File: src/rtl/pulse_gen16.sv
module pulse_gen16 #(
  parameter int BYTE_W      = 8,
  parameter int SYNC_STAGES = 2
) (
  input  logic              clk,
  input  logic              rst_n,
  input  logic              wr_en,
  input  logic [1:0]        wr_addr,
  input  logic [BYTE_W-1:0] wr_data,
  input  logic              run,
  input  logic              init_level,
  input  logic              dbuf_en,
  input  logic              ext_sel,
  input  logic              tick_int,
  input  logic              ext_clk,
  output logic              pulse_out,
  output logic              irq_duty,
  output logic              irq_period
);
  localparam int CNT_W = 2 * BYTE_W;
  localparam logic [CNT_W-1:0] ONE = 1;

  logic [BYTE_W-1:0] per_lo, per_hi, dty_lo;
  logic [CNT_W-1:0]  per_buf, dty_buf, per_act, dty_act, cnt;
  logic [CNT_W-1:0]  per_cmp, dty_cmp, per_new, dty_new;
  logic [SYNC_STAGES:0] ext_sh;
  logic pend, run_q, phase;
  logic commit, start, tick, hit_p, hit_d, load_now, xfer;

  assign commit   = wr_en && (wr_addr == 2'd3);
  assign per_new  = {per_hi, per_lo};
  assign dty_new  = {wr_data, dty_lo};
  assign start    = run && !run_q;
  assign tick     = ext_sel ? (ext_sh[SYNC_STAGES-1] && !ext_sh[SYNC_STAGES]) : tick_int;
  assign load_now = dbuf_en && pend && start;
  assign per_cmp  = load_now ? per_buf : per_act;
  assign dty_cmp  = load_now ? dty_buf : dty_act;
  assign hit_p    = run && tick && (cnt == per_cmp);
  assign hit_d    = run && tick && (cnt == dty_cmp) && !hit_p;
  assign xfer     = dbuf_en && pend && (start || hit_p);
  assign pulse_out = init_level ^ (run && phase);

  always_ff @(posedge clk or negedge rst_n) begin
    if (!rst_n) ext_sh <= '0;
    else        ext_sh <= {ext_sh[SYNC_STAGES-1:0], ext_clk};
  end

  always_ff @(posedge clk or negedge rst_n) begin
    if (!rst_n) begin
      per_lo <= '0;
      per_hi <= '0;
      dty_lo <= '0;
    end else if (wr_en) begin
      case (wr_addr)
        2'd0:    per_lo <= wr_data;
        2'd1:    per_hi <= wr_data;
        2'd2:    dty_lo <= wr_data;
        default: ;
      endcase
    end
  end

  always_ff @(posedge clk or negedge rst_n) begin
    if (!rst_n) begin
      per_buf <= '0;
      dty_buf <= '0;
      pend    <= 1'b0;
    end else if (commit && dbuf_en) begin
      per_buf <= per_new;
      dty_buf <= dty_new;
      pend    <= 1'b1;
    end else if (xfer) begin
      pend    <= 1'b0;
    end
  end

  always_ff @(posedge clk or negedge rst_n) begin
    if (!rst_n) begin
      per_act <= '0;
      dty_act <= '0;
    end else if (commit && !dbuf_en) begin
      per_act <= per_new;
      dty_act <= dty_new;
    end else if (xfer) begin
      per_act <= per_buf;
      dty_act <= dty_buf;
    end
  end

  always_ff @(posedge clk or negedge rst_n) begin
    if (!rst_n) begin
      run_q      <= 1'b0;
      cnt        <= '0;
      phase      <= 1'b0;
      irq_duty   <= 1'b0;
      irq_period <= 1'b0;
    end else begin
      run_q      <= run;
      irq_duty   <= hit_d;
      irq_period <= hit_p;
      if (!run) begin
        cnt   <= '0;
        phase <= 1'b0;
      end else if (tick) begin
        if (hit_p) begin
          cnt   <= '0;
          phase <= 1'b0;
        end else begin
          cnt <= cnt + ONE;
          if (hit_d) phase <= 1'b1;
        end
      end
    end
  end
endmodule

File: config.mk
export PLATFORM = sky130hd
export DESIGN_NAME = pulse_gen16
export DESIGN_NICKNAME = d
export VERILOG_FILES = /design/src/rtl/pulse_gen16.sv
export SDC_FILE = /design/constraint.sdc
export NUM_CORES = 1
export LEC_CHECK = 0
export ABC_AREA = 1
export BUFFER_PORTS_ARGS = -buffer_cell sky130_fd_sc_hd__clkbuf_2
export CAP_MARGIN = 20
export CORE_ASPECT_RATIO = 0.9
export CORE_MARGIN = 5
export CORE_UTILIZATION = 56
export CTS_CLUSTER_SIZE = 12
export DETAILED_ROUTE_END_ITERATION = 6
export PLACE_DENSITY = 0.76
export SLEW_MARGIN = 5
export SYNTH_ARGS = -nofsm -noshare
export SYNTH_HDL_FRONTEND = slang
export SYNTH_SLANG_ARGS = --single-unit
File: constraint.sdc
create_clock -name clk -period 2.08 [get_ports clk]
set_clock_uncertainty 0.2 [all_clocks]
set_input_delay 0.104 -clock clk [delete_from_list [all_inputs] [get_ports clk]]
set_output_delay 0.104 -clock clk [all_outputs]
set_load 0.02 [all_outputs]
==> results summary, run 1 <==
The width of the die came out at around 120 µm. The iteration-0 DRC count of the detailed router is approximately 600. The synthesized design contains 112 register bits. The flow ran to the end, but the final reports show violations.

The count of fill cells added during filler insertion is roughly 830. The total via count after detailed routing is 6094. In this run the power density over the cells is around 1000 nW/µm². The most common library cell in the layout ignoring fill and taps is sky130_fd_sc_hd__nand2_1. The uppermost metal layer occupied by signal nets is met4. The critical path goes through nor2_8 > nand2_8 > clkbuf_16 > o211ai_1 > nand2_2 > nand2_2 > nor2_4 > nand4_4 > nand3_4 > clkbuf_16 > nand2_1 > nand2_1. Of all nets on the critical path, the largest fanout is 13. Among all flip-flop cells after synthesis, the most frequent one is sky130_fd_sc_hd__dfrtp_1.

Global routing finished with a remaining overflow of 0. Averaged over all synthesized cells, the footprint is approximately 7.3 µm². The area of the placeable core is approximately 11000 µm². The relative max-transition margin is a little under three fifths. In this run the core area contains 36 standard-cell rows. The die boundary height came out at roughly 110 µm. Across all setup checks in the final design, the least slack found is -286 ps. Counting the buffers created by CTS gives 9. The number of maximum-capacitance violations is 0.

The routed design could run at a clock period as short as between 2000 and 2500 ps. The final count of pins violating max slew came out at 0. The critical path data required time came out at roughly 2100 ps. The detailed-placement wirelength estimate came out at roughly 13 mm. The final routed wire length divided by cell count came out at 17.4 µm.

The number of search-and-repair iterations in the first detailed-routing pass came out at 6. The sequential area share after synthesis is 45.8%. The number of flops mapped to enable cells by yosys is 0. The final count of hold timing violations is 0.

The final setup violation count is between 50 and 60. The proportion of layout cells with a drive suffix above 1 is between 20% and 30%. The number of buffers between clock root and the deepest sink is 2. The initial antenna violation count came out at 0. The worst setup path is launched from a flip-flop.

The final wirelength is between 15 and 20 mm. The worst hold slack is around 48 ps. The peak supply drop is ~0.00076 V. The critical path is of the reg2reg type. Entering global routing, the biggest net connects between 60 and 70 pins.

Summed over all nets, wire length on met3 after detailed routing comes to ~1.4 mm. The count of nets left with antenna violations after detail routing is 0. The layout overhead on the synthesized area is 28.0%. In the final design database the tool counted 951 nets.

The synthesized netlist net count is approximately 860. In this run the count of I/O pins placed on the die edge is 22. The clock latency reported for the late side of the worst-skew pair is approximately 360 ps.

The number of global-route vias before repair is around 5700. Setup repair after global routing could not meet its margin everywhere. The post-detailed-route DRC marker count is 0. TritonCTS built the clock tree. The port buffer count is 21.

The slowest stage cell on the critical path is sky130_fd_sc_hd__dfrtp_2. The total die area came out at between 10000 and 15000 µm². The path type of the worst min-delay path is in2async.

The library cells used most frequently in the layout, excluding fill and tap cells, are 242 x sky130_fd_sc_hd__nand2_1, 111 x sky130_fd_sc_hd__dfrtp_1, 103 x sky130_fd_sc_hd__o21ai_0. The starting utilization of the core area is a little under three fifths. The area of the mapped netlist came out at between 6000 and 7000 µm². The detailed-routing wirelength on met1 is between 8 and 9 mm. The share of synthesized registers carrying an async set or reset came out at 100%. The antenna cell count is 0.

After detailed routing, the number of vias per cell comes to 5.70. The total number of H-tree levels is 3. The maximum clock frequency came out at roughly 420 MHz.

The Yosys step of the flow raised 0 warnings. Synthesis produced a netlist whose cell count is between 800 and 900. The leakage dissipation is approximately 4 nW.

The checks that failed: setup timing. The TritonCTS sink count is approximately 110. The number of distinct standard cells referenced by the synthesized netlist is 34. The data arrival time of the worst path is around 2400 ps.

The global-route wire length before repair came out at 29.0 mm. The period utilization came out at 114%. The nature of the critical path endpoint is a flip-flop. The placer congestion estimate came out at approximately 1.0. The transition time of the tightest slew-check pin came out at 638 ps. The global routing usage summed across all routing layers came out at between 20% and 30%. The tree is rooted in a sky130_fd_sc_hd__clkbuf_16. After clock tree synthesis, the clock-pin slew on the worst setup and hold paths is ~80 ps.

The longest individual stage delay on the worst path is roughly 440 ps. After detailed routing, the met2 layer carries a little under 9 mm of wire. The sum of negative setup slack came out at -11570 ps.
-- final cells by class --
cell class              instances  area, µm²  share of cell area (%)
flip-flops and latches        112       2800                    35.8
well taps                     133        166                    2.13
clock buffers                   9        225                    2.88
inverters                      84        315                    4.03
clock inverters                 7        100                    1.28
multi-input cells             600       3080                    39.3
repair buffers                124       1140                    14.6
-- cells by family (layout without fill, tap and decap cells) --
group                      count (synthesis)  count (layout)  share of synthesized area [%]
AOI/OAI and AO/OA                        119             119                           10.0
DFF                                      112             112                           45.8
xor gates and xnor gates                  15              15                           2.15
buffers and inverters                    125             224                           8.53
and+or+nand+nor                          465             465                           33.3
adders and majority gates                  1               1                          0.205
-- timing repair --
action                                  4_1_cts  5_1_grt
pin swaps                                     1       13
gates resized for setup                      11       74
hold buffers                                 11        0
endpoints found under the setup margin       52       52
endpoints found under the hold margin       147        0
buffers inserted                              0        4
gates cloned                                  0        5
-- power breakdown --
group | total [mW] | internal [mW] | switching (mW)
Clock | 1.88 | 0.973 | 0.905
Combinational | 2.78 | 1.22 | 1.56
Sequential | 3.03 | 2.64 | 0.397
-- sequential cells by signal, summed over array words and instances, names as in the netlist --
signal      flops
cnt            16
dty_act        16
dty_buf        16
per_act        16
per_buf        16
dty_lo          8
per_hi          8
per_lo          8
ext_sh          3
irq_duty        1
irq_period      1
pend            1
phase           1
run_q           1
-- routing by layer --
| metal | vias up | global-route usage, % |
|---|---|---|
| met2 | 251 | 44.2 |
| met1 | 2907 | 39.8 |
| li1 | 2904 | - |
| met4 | 0 | 8.34 |
| met5 | - | 0 |
| met3 | 32 | 7.73 |
-- worst max-delay path, delay by kind of cell (launching register included) --
family,cells,cell delay (ps)
AO/OA/AOI/OAI,1,300
buffers and inverters,2,400
flip-flops,1,440
AND/OR/NAND/NOR,9,930
-- worst paths after layout --
| kind | start | to | slack [ps] | depth (start not counted) |
|---|---|---|---|---|
| max | run_q | dty_act[2] | -290 | 12 |
| min | rst_n | ext_sh[2] | 50 | 2 |
| max reg2reg | run_q | dty_act[2] | -290 | 12 |
| min reg2reg | ext_sh[0] | ext_sh[1] | 160 | 0 |
| max in group asynchronous | rst_n | per_act[4] | 1030 | 3 |
| min in group clk | ext_sh[0] | ext_sh[1] | 160 | 0 |
-- cells in the mapped netlist (5+ instances only) --
master                     count  share of area (%)
sky130_fd_sc_hd__buf_6         5               0.92
sky130_fd_sc_hd__nand3_1      68                5.6
sky130_fd_sc_hd__clkbuf_1     20                1.2
sky130_fd_sc_hd__nand4_1      43                4.4
sky130_fd_sc_hd__inv_1        82                5.0
sky130_fd_sc_hd__xor2_1       14                2.0
sky130_fd_sc_hd__nand2_1     288                 18
sky130_fd_sc_hd__o21ai_0     105                8.6
sky130_fd_sc_hd__nor3_1        9               0.74
sky130_fd_sc_hd__nand3b_1      5               0.61
sky130_fd_sc_hd__dfrtp_1     112                 46
sky130_fd_sc_hd__buf_1         6               0.37
sky130_fd_sc_hd__a21oi_1       5               0.41
sky130_fd_sc_hd__nor2_1       36                2.2
sky130_fd_sc_hd__buf_2         9               0.74
-- per-stage QoR --
step / cell area [µm²] / total power [mW] / setup WS [ps] / util [%] / std cells
finish: 7830 / 7.69 / -286 / 72.7 / 1069
detailed placement: 6910 / 5.41 / -257 / 64.2 / 1033
CTS: 7390 / 7.35 / -255 / 68.7 / 1060
floorplan: 6120 / 4.45 / 6.27 / - / 837
global route: 7830 / 8.19 / -376 / 72.7 / 1069
global placement: 6910 / 5.35 / -272 / 64.2 / 1033
(Power assumes the default switching activity.)
==> run 2, diff against run 1 <==
ABC_AREA = default   (was 1)
PLACE_DENSITY = default   (was 0.76)
PLACE_DENSITY_LB_ADDON = 0.2   (was default)
SLEW_MARGIN = 30   (was 5)
==> run 2 against run 1 <==
The run still ends with setup timing left. Worst hold slack better by 14 ps. Core utilization shrank 4.2 points. Sequential power rose by 2%. Routed wire length fell by 7.4%. Critical endpoint is now irq_duty. Largest power group unchanged. First-iteration DRC count down 8.3%. Via count fell by 15%. Critical path type unchanged.
==> results summary, run 2 <==
The TritonCTS sink count is about 110. The final count of hold timing violations is 0. In the layout the commonest cells are 111 x sky130_fd_sc_hd__dfrtp_1, 102 x sky130_fd_sc_hd__o21ai_0, 65 x sky130_fd_sc_hd__buf_4.

The final core utilization is approximately two thirds. The area of the placeable core is roughly 11000 µm². The iteration-0 DRC count of the detailed router is 555. The Yosys step of the flow raised 0 warnings. Along the worst hold path, the cell count comes to 4.

The synthesized design spends more area on one cell type than any other, namely sky130_fd_sc_hd__dfrtp_1. The critical path data required time came out at about 2200 ps. The final count of pins violating max slew is 0. The count of nets left with antenna violations after detail routing is 0. Once detailed placement completed, the half-perimeter wirelength came to 12.0 mm. In the routed layout, each cell is associated on average with a via count of about 6.2. The transition time of the tightest slew-check pin came out at 663 ps. The number of buffers between clock root and the deepest sink came out at 2.

The share of synthesized registers carrying an async set or reset is between 90% and 100%. The first global-routing pass estimated ~28 mm of wire. TritonCTS built the clock tree.

The number of different library cells used by synthesis comes to 56. The pre-antenna-repair detailed-routing pass consisted of 5 iterations. Setup repair after global routing could not meet its margin everywhere. Dividing the final minimum period by the clock period gives 115%.

Cells with a size suffix above 1 make up between 20% and 30% of the layout. The data arrival time of the worst path is 2480 ps. The setup path with the least slack is of type reg2reg.

The worst reg2reg path depth came out at 8. The number of maximum-capacitance violations is 0. The final layout contains between 700 and 800 nets. Wires add up to between 15 and 20 mm. The cell sitting at the root of the clock tree is a sky130_fd_sc_hd__clkbuf_16.

The total die area is 13500 µm². Counting the fill cells in the layout gives 872. After detailed routing, the average wire length per cell comes to 20.5 µm.

The cell row count is 36. The final critical-path required period is about 2400 ps. The die boundary height is between 100 and 150 µm. The number of nets handed over by synthesis was 632.

The initial antenna violation count was 0. The gate count of the mapped netlist is slightly above 600. The flow ran to the end, but the final reports show violations.

The leakage dissipation is approximately 3.1 nW. The worst hold slack came out at just over 60 ps. The clock transition time at the flip-flop clock pins of the worst setup and hold paths is 70 ps.

The antenna cell count is 0. Dividing total power by cell area gives a power density of about 950 nW/µm². The post-detailed-route DRC marker count came out at 0. A synthesized cell averages ~10 µm².

The register bit total from synthesis is approximately 110. By area the synthesized netlist is led by sky130_fd_sc_hd__dfrtp_1 45%, sky130_fd_sc_hd__mux2_2 10%, sky130_fd_sc_hd__o21ai_0 8.4%, sky130_fd_sc_hd__mux2i_1 7.3%, sky130_fd_sc_hd__o22ai_1 3.6%. The min-delay analysis places its worst path in the category in2reg. The sum of negative setup slack is -9780 ps.

The commonest cells after synthesis are 112 x sky130_fd_sc_hd__dfrtp_1, 106 x sky130_fd_sc_hd__o21ai_0, 57 x sky130_fd_sc_hd__mux2_2, 46 x sky130_fd_sc_hd__mux2i_1, 43 x sky130_fd_sc_hd__nand2_1. The layout overhead on the synthesized area came out at 18.7%. The startpoint identified for the worst register-to-register timing path is run_q. The least setup slack across all paths after layout is -308 ps.

The worst min-delay path endpoint is cnt[13]. The most critical setup path has its startpoint at run_q. Measured against its own limit, the worst slew margin works out to a little under three fifths. The width of the die is 122 µm. Timing would allow up to 419 MHz. The cell count after placement is ~810. The number of global-route vias before repair is roughly 5000. The most used flip-flop cell after synthesis is sky130_fd_sc_hd__dfrtp_1. Power comes to about 7 mW. The number of flops mapped to enable cells by yosys came out at 0. The worst hold path begins at run.

The peak supply drop came out at a little over 0.0007 V. The endpoint identified for the worst register-to-register timing path is irq_duty. The startpoint kind of the worst setup timing path is a flip-flop. The clock latency reported for the late side of the worst-skew pair is between 300 and 400 ps. The total overflow left after global routing is 0. The final setup violation count came out at 51. The final instance area came out at between 7000 and 8000 µm². In this run the biggest area consumer among cell types represents 44.6% of the synthesized area.

Routability-driven placement finished with a final weighted congestion of roughly 0.95. The port buffer count came out at 21. Summing all placed instances gives a cell area of around 7000 µm². The register-to-register path setup slack came out at -310 ps.

After synthesis the cells add up to around 6300 µm². The number of clock buffers added by TritonCTS is 9. In the post-synthesis netlist, the cell with the most instances is sky130_fd_sc_hd__dfrtp_1.

The nature of the critical path endpoint is a flip-flop. The count of non-filler cells in the finished layout is 840. The total via count after detailed routing is 5189. The checks that failed: setup timing. The maximum fanout encountered on the critical timing path is 15. The total number of H-tree levels came out at 3.

After synthesis, flip-flops and latches occupy approximately 45% of the total area. The library cell used most frequently in the layout, excluding fill and tap cells, is sky130_fd_sc_hd__dfrtp_1. For this design the top-level I/O count stands at 22. The starting utilization of the core area came out at ~58%.

The placement-stage worst setup slack came out at -356 ps. The pin count of the biggest net entering global routing came out at about 110. The global routing usage summed across all routing layers is about a quarter.
run 2: cell types whose count changed after synthesis, moves of 9 or more:
| cell | change |
|---|---|
| sky130_fd_sc_hd__inv_1 | -63 |
| sky130_fd_sc_hd__mux2_2 | +57 |
| sky130_fd_sc_hd__mux2i_1 | +46 |
| sky130_fd_sc_hd__nand2_1 | -245 |
| sky130_fd_sc_hd__nand3_1 | -53 |
| sky130_fd_sc_hd__nand4_1 | -37 |
| sky130_fd_sc_hd__nor2_1 | -28 |
| sky130_fd_sc_hd__nor3b_1 | +9 |
| sky130_fd_sc_hd__o22ai_1 | +33 |
| sky130_fd_sc_hd__xnor2_1 | +23 |
run 2: area by class of cell:
cell class / instances / area, µm² / share of cell area [%]
clock buffer: 12 / 256 / 3.44
clock inverter: 4 / 35.0 / 0.469
timing repair buffer: 107 / 916 / 12.3
inverter: 19 / 71.3 / 0.955
sequential: 112 / 2800 / 37.6
multi-input combinational: 434 / 3190 / 42.8
tap: 152 / 190 / 2.55
run 2: cell families (layout without fill, tap and decap cells):
family | Yosys count | after routing | synth area share [%]
AO/OA/AOI/OAI | 171 | 171 | 16.0
AND/OR/NAND/NOR | 121 | 121 | 10.8
flip-flops | 112 | 112 | 44.6
multiplexers | 103 | 103 | 17.5
buffers and inverters | 66 | 142 | 5.57
XOR/XNOR | 38 | 38 | 5.29
adder cells (fa/ha/maj) | 1 | 1 | 0.199
run 2: worst max path at each step:
stage	to	cells after the start
after global routing	per_act[5]	8
final	irq_duty	8
after floorplan	per_act[10]	9
after CTS	irq_duty	8
after detailed placement	irq_duty	7
after global placement	irq_duty	7
run 2: what timing repair did:
item                                    CTS  global route
hold buffers                             12             0
hold endpoints to repair                148             0
buffers inserted                          0             0
gates cloned                              1             0
endpoints found under the setup margin   51            51
pin swaps                                 3             5
resized for setup                        10             4
run 2: critical path, stage by stage (launching register included):
cell	delay (ps)
sky130_fd_sc_hd__dfrtp_1	380
sky130_fd_sc_hd__nand4b_1	230
sky130_fd_sc_hd__buf_12	200
sky130_fd_sc_hd__buf_8	160
sky130_fd_sc_hd__mux2i_2	160
sky130_fd_sc_hd__xnor2_1	140
sky130_fd_sc_hd__nor4_2	360
sky130_fd_sc_hd__and3b_1	210
sky130_fd_sc_hd__and4b_2	270
run 2: metal layers:
| metal | share of wire (%) | wire [µm] | track usage, % |
|---|---|---|---|
| met1 | 45 | 7750 | 39.9 |
| met3 | 7.0 | 1200 | 5.21 |
| met4 | 2.3 | 387 | 7.62 |
| met5 | 0 | 0 | 0 |
| met2 | 46 | 7850 | 38.7 |
run 2: report_power, final:
| part | switching, mW | internal [mW] | total (mW) | leakage [nW] |
|---|---|---|---|---|
| sequential | 0.471 | 2.61 | 3.08 | 1.43 |
| clock | 0.831 | 0.893 | 1.72 | 0.144 |
| combinational | 1.13 | 1.19 | 2.33 | 1.55 |
